[src/rtl/usb_line_cond_det.sv]
module usb_line_cond_det #(
  parameter int CLK_HZ = 12_000_000
) (
  input  logic clk,
  input  logic rst_n,
  input  logic dp_i,
  input  logic dm_i,
  output logic bus_reset_o,
  output logic suspend_o,
  output logic resume_o,
  output logic suspended_o
);

  localparam int RST_CYC  = (CLK_HZ + 399_999) / 400_000;
  localparam int SUSP_CYC = (CLK_HZ * 3 + 999) / 1000;
  localparam int RW = $clog2(RST_CYC + 1);
  localparam int SW = $clog2(SUSP_CYC + 1);
  localparam logic [RW-1:0] RST_MAX   = RW'(RST_CYC);
  localparam logic [RW-1:0] RST_LAST  = RW'(RST_CYC - 1);
  localparam logic [SW-1:0] SUSP_MAX  = SW'(SUSP_CYC);
  localparam logic [SW-1:0] SUSP_LAST = SW'(SUSP_CYC - 1);

  logic [1:0] meta, line;
  logic [RW-1:0] se0_cnt;
  logic [SW-1:0] idle_cnt;

  wire is_se0 = (line == 2'b00);
  wire is_j   = (line == 2'b10);
  wire is_k   = (line == 2'b01);

  wire hit_rst  = is_se0 && (se0_cnt == RST_LAST);
  wire hit_susp = is_j && (idle_cnt == SUSP_LAST) && !suspended_o;
  wire hit_res  = is_k && suspended_o;

  always_ff @(posedge clk or negedge rst_n) begin
    if (!rst_n) begin
      meta <= 2'b10;
      line <= 2'b10;
    end else begin
      meta <= {dp_i, dm_i};
      line <= meta;
    end
  end

  always_ff @(posedge clk or negedge rst_n) begin
    if (!rst_n) begin
      se0_cnt  <= '0;
      idle_cnt <= '0;
    end else begin
      if (!is_se0)                 se0_cnt <= '0;
      else if (se0_cnt != RST_MAX) se0_cnt <= se0_cnt + 1'b1;
      if (!is_j)                     idle_cnt <= '0;
      else if (idle_cnt != SUSP_MAX) idle_cnt <= idle_cnt + 1'b1;
    end
  end

  always_ff @(posedge clk or negedge rst_n) begin
    if (!rst_n) begin
      bus_reset_o <= 1'b0;
      suspend_o   <= 1'b0;
      resume_o    <= 1'b0;
      suspended_o <= 1'b0;
    end else begin
      bus_reset_o <= hit_rst;
      suspend_o   <= hit_susp;
      resume_o    <= hit_res;
      if (hit_rst || hit_res) suspended_o <= 1'b0;
      else if (hit_susp)      suspended_o <= 1'b1;
    end
  end

  p_rst_single_r4: assert property (@(posedge clk) disable iff (!rst_n)
    bus_reset_o |=> !bus_reset_o);
  p_susp_sets_flag_r5: assert property (@(posedge clk) disable iff (!rst_n)
    suspend_o |-> suspended_o);
  p_flag_rise_r5: assert property (@(posedge clk) disable iff (!rst_n)
    $rose(suspended_o) |-> suspend_o);
  p_resume_clears_r7: assert property (@(posedge clk) disable iff (!rst_n)
    resume_o |-> (!suspended_o && $past(suspended_o)));
  p_flag_fall_r8: assert property (@(posedge clk) disable iff (!rst_n)
    $fell(suspended_o) |-> (resume_o || bus_reset_o));
  p_no_reset_resume_r8: assert property (@(posedge clk) disable iff (!rst_n)
    !(bus_reset_o && resume_o));
  p_strobes_onehot_r9: assert property (@(posedge clk) disable iff (!rst_n)
    $onehot0({bus_reset_o, suspend_o, resume_o}));

endmodule

[config.mk]
export PLATFORM = sky130hd
export DESIGN_NAME = usb_line_cond_det
export DESIGN_NICKNAME = d
export VERILOG_FILES = /design/src/rtl/usb_line_cond_det.sv
export SDC_FILE = /design/constraint.sdc
export NUM_CORES = 1
export LEC_CHECK = 0
export ABC_AREA = 1
export BUFFER_PORTS_ARGS = -buffer_cell sky130_fd_sc_hd__buf_2
export CAP_MARGIN = 10
export CORE_MARGIN = 2
export CORE_UTILIZATION = 60
export DETAILED_ROUTE_END_ITERATION = 12
export GPL_TIMING_DRIVEN = 0
export MAX_ROUTING_LAYER = met4
export PLACE_DENSITY = 0.78
export REMOVE_ABC_BUFFERS = 1
export SETUP_SLACK_MARGIN = 0.2
export SYNTH_ARGS = -nofsm -noshare
export SYNTH_HDL_FRONTEND = slang
export SYNTH_SLANG_ARGS = --single-unit
[constraint.sdc]
create_clock -name clk -period 3 [get_ports clk]
set_clock_uncertainty 0.05 [all_clocks]
set_input_delay 0.3 -clock clk [delete_from_list [all_inputs] [get_ports clk]]
set_output_delay 0.3 -clock clk [all_outputs]
set_load 0.005 [all_outputs]
### Word level (Yosys, flattened, before mapping)

Cells that the tools add are included.

* bitwise gates (word level): 0
* mux-type cells: 6
* add/sub/neg operators: 2
* shifts and indexed selects: 0
* $lt $le $gt $ge: 0
* div/mod/pow operators: 0
* reductions and logical operators: 8
* multiply operators: 0
* equality and inequality tests: 8

Operators by type and width (number)
* $mux 16: 2
* $add 16x1->16 const B: 1
* $eq 16x16->1 const B: 1
* $ne 16x16->1 const B: 1
* $mux 5: 2
* $add 5x1->5 const B: 1
* $eq 5x5->1 const B: 1
* $ne 5x5->1 const B: 1
* $logic_and 1x1->1: 4
* $ne 2x1->1 const B: 2
* $eq 2x1->1 const B: 1
* $eq 2x2->1 const B: 1
* $logic_not 2->1: 1
* $mux 1: 2
* $reduce_bool 2->1: 1
* $logic_not 1->1: 1
* $logic_or 1x1->1: 1

* bits in writable memories: 0
* register bits: 29
* input port bits: 4
* bits in read-only memories: 0
* memories kept: 0
* bits in latches: 0
* word-level logic and storage cells: 32

### Longest topological paths before layout

* depth in word-level cells: 5
* depth in mapped cells: 9
* depth with buffers taken out: 9

### Worst setup path after synthesis

OpenSTA, ideal clock, no wires.

* path kind: register to register
* start point: reg idle_cnt[0]
* end point: reg idle_cnt[0]
* library setup time: 0.118 ns
* data arrival time: 1.122 ns
* setup slack: 1.710 ns
* stages on the path, launching flop included: 8
* data required time: 2.832 ns
* cells stage by stage: dfrtp_1 inv_1 ha_1 nand3b_1 nor2_2 nand2_1 nand3_1 nand2_1

* word-level cells in the longest chain between the ends: 3

RTL lines
* from (decl): line 25 `logic [SW-1:0] idle_cnt;`
* from (signal assigned): line 53 `else if (idle_cnt != SUSP_MAX) idle_cnt <= idle_cnt + 1'b1;`
* $add 16x1->16: line 53
* $mux 16: line 53
* $mux 16: line 52 `if (!is_j) idle_cnt <= '0;`

Several ways; a longest one is shown, not always the timed one. The select of a mux whose other input is x is not followed.
A chain may end at the register's enable or synchronous reset.

### Worst setup path after layout

* start point: reg line[1]
* end point: reg suspend_o

* word-level cells in the longest chain between the ends: 3

RTL lines
* from (decl): line 23 `logic [1:0] meta, line;`
* from (signal assigned): line 41 `line <= meta;`
* $eq 2x2->1: line 28 `wire is_j = (line == 2'b10);`
* $logic_and 1x1->1 (2 in series): line 32 `wire hit_susp = is_j && (idle_cnt == SUSP_LAST) && !suspended_o;`
* net hit_susp: line 32
* to (signal assigned): line 65 `suspend_o <= hit_susp;`
* to (decl): line 9 `output logic suspend_o,`

The timed path passes the listed nets, and every way through them passes these cells.

==> out/summary.txt <==
outcome: completed
largest net degree at the start of global routing: 30
Hold WS: 0.0253 ns
CP cell instances: inv_1 > nor2_1 > buf_6 > nand4_1 > nor3b_1
RSZ-0062 raised after global routing: false
core outline area: 2480 um2
Commonest cells post-synth: nand2_1, nor2_1, inv_1
clk root buf: clkbuf_4
# DRC: 0
CP max stage delay: 0.53 ns
# diodes: 0
final core utilization: 70.4%
overall overflow remaining after global route: 0
largest area contributor in the netlist: dfrtp_1
Slew headroom: 59.2%
Setup violations, final: 0
GRT Overall Usage: 24.6%
clk sinks: 29
met1 wire length: 1.37 mm
drt first pass iters: 4
Hold Fails Final Rpt: 0
flops & latches, synth: 29
crit path time final: 1.69 ns
Register-to-Register Setup Slack: 1.31 ns
Die Y: 55.1 um
Initial DRC Count: 22
Cells after Synth: 203
achievable frequency: 590 MHz
PwrDens: 441 nW/um2
cts bufs inserted: 5
worst slack, placed: 0.973 ns
Post-Synthesis Mean Instance Area: 7.72 um2
die area: 3040 um2
Worst path slowest cell: dfstp_2
Hold-fix buffers, CTS: 1
Yosys cell types: 24
asr flop ratio synth: 100%
WS Path Type: reg -> reg
CP max FO: 12
Pleak: 0.000830 uW
vias in the first global route: 1203
Worst-Skew Late Latency: 0.33 ns
Cell Area, Synth: 1570 um2
critical path required time: 3.19 ns
Pins Over Slew Limit: 0
Top Metal Used: met4
wire length per cell: 12.2 um
final worst slack: 1.31 ns
CTS tree: done
CTS Buffer Depth: 2
area grow syn2layout: 11.3%
vias per cell: 5.29
total number of vias: 1316
Critical Path End Type: register
Worst Path Arrival: 1.89 ns
met2 WL: 1.48 mm
I/O pins: 8
Layout fillers: 209
sequential cell area fraction in the yosys report: 46.5%
dpl hpwl: 2.24 mm
Rows: 18
Post-synth EDFFs: 0
Ys Warns: 0
final net count: 227
GP Congestion: 0.903
most common cell in the netlist: nand2_1
worst-margin pin slew: 0.612 ns
CTS-repair resized insts: 0
Max IR drop VDD: 0.518 mV
remaining antenna violation count: 0
Max H-tree Level: 2
fin crit share: 56.5%
largest cells by area after synthesis: dfrtp_1, nand2_1, nor2_1
initial antenna violation count: 0
# port buffers: 7
setup TNS: 0 ns
Max Cap Viol: 0
CP startpoint kind: register
path type of the worst min-delay path: in -> reg
first-pass GRT wire length: 5.02 mm
Initial Util: 63.2%
Setup Fix Bufs, Post-CTS: 0
ys flop type: dfrtp_1
layout cells sized above 1: 14.6%
wire length on met3: 123 um
post-synth top area share: 43.1%
die span in x: 55.1 um
R2R cell count: 5
hold path depth: 1
clock transition at the registers of the reported paths: 0.09 ns
drt total wl: 3.05 mm
==> report_power, final <==
group / leakage [uW] / internal (uW) / switching, uW
sequential: 0.000392 / 397 / 4.17
combinational: 0.000393 / 9.95 / 21.2
clock: 0.0000455 / 199 / 137
==> final timing paths <==
| path | from | to |
|---|---|---|
| setup / recovery | line[1]$_DFF_PN1_ | suspend_o$_DFF_PN0_ |
| hold / removal | dm_i | meta[0]$_DFF_PN0_ |
| setup reg to reg | line[1]$_DFF_PN1_ | suspend_o$_DFF_PN0_ |
| hold reg to reg | meta[0]$_DFF_PN0_ | line[0]$_DFF_PN0_ |
| max in group asynchronous | rst_n | meta[0]$_DFF_PN0_ |
| min in group asynchronous | rst_n | idle_cnt[2]$_DFFE_PN0P_ |
==> area by class of cell <==
| cell class | instances | area, um2 | area share [%] |
|---|---|---|---|
| multi-input cells | 142 | 713 | 40.9 |
| flip-flops and latches | 29 | 728 | 41.8 |
| well taps | 30 | 37.5 | 2.15 |
| repair buffers | 10 | 66.3 | 3.80 |
| clock inverters | 1 | 30.0 | 1.72 |
| clock buffers | 7 | 55.1 | 3.16 |
| inverters | 30 | 113 | 6.46 |
==> layer usage <==
layer  track usage [%]  up-vias
met5                 -        -
met4              10.2        0
met3              8.33       10
met2              39.1       29
met1              28.4      606
li1                  -      671
==> worst max-delay path, delay by kind of cell, from the launching register on <==
| kind | cells | cell delay, ns |
|---|---|---|
| buf+inv | 2 | 0.27 |
| simple gates | 3 | 0.76 |
| flops | 1 | 0.53 |
==> sequential cells by signal (all words and copies together) (netlist names) <==
| signal | count |
|---|---|
| line | 2 |
| suspended_o | 1 |
| bus_reset_o | 1 |
| idle_cnt | 16 |
| meta | 2 |
| suspend_o | 1 |
| resume_o | 1 |
| se0_cnt | 5 |
==> through the flow <==
| step | cells | area [um2] | power (uW) |
|---|---|---|---|
| 2_1_floorplan | 201 | 1550 | 422 |
| 3_3_place_gp | 238 | 1630 | 435 |
| 3_5_place_dp | 238 | 1630 | 437 |
| 4_1_cts | 247 | 1720 | 771 |
| 5_1_grt | 249 | 1740 | 797 |
| 6_report | 249 | 1740 | 768 |
==> placed cells by master, fill, tap and decap left out, types with 5 or more instances in the layout <==
cell type and instances:
nor2_2 5, inv_1 29, nand2_1 48, dfrtp_1 27
o21ai_0 7, nand3_1 15, ha_1 5, nand4_1 6
clkbuf_4 5, buf_2 7, nor2_1 32, a21oi_1 6
==> cells by family (layout without fill, tap and decap cells) <==
logic type / after synthesis / in the layout / share of synthesized area, %
DFF: 29 / 29 / 46.5
and+or+nand+nor: 118 / 118 / 34.1
xor gates and xnor gates: 1 / 1 / 0.559
AOI/OAI and AO/OA: 18 / 18 / 6.87
adders and majority gates: 5 / 5 / 3.99
buffers and inverters: 32 / 48 / 7.99
Power figures use the tool's default switching activity.
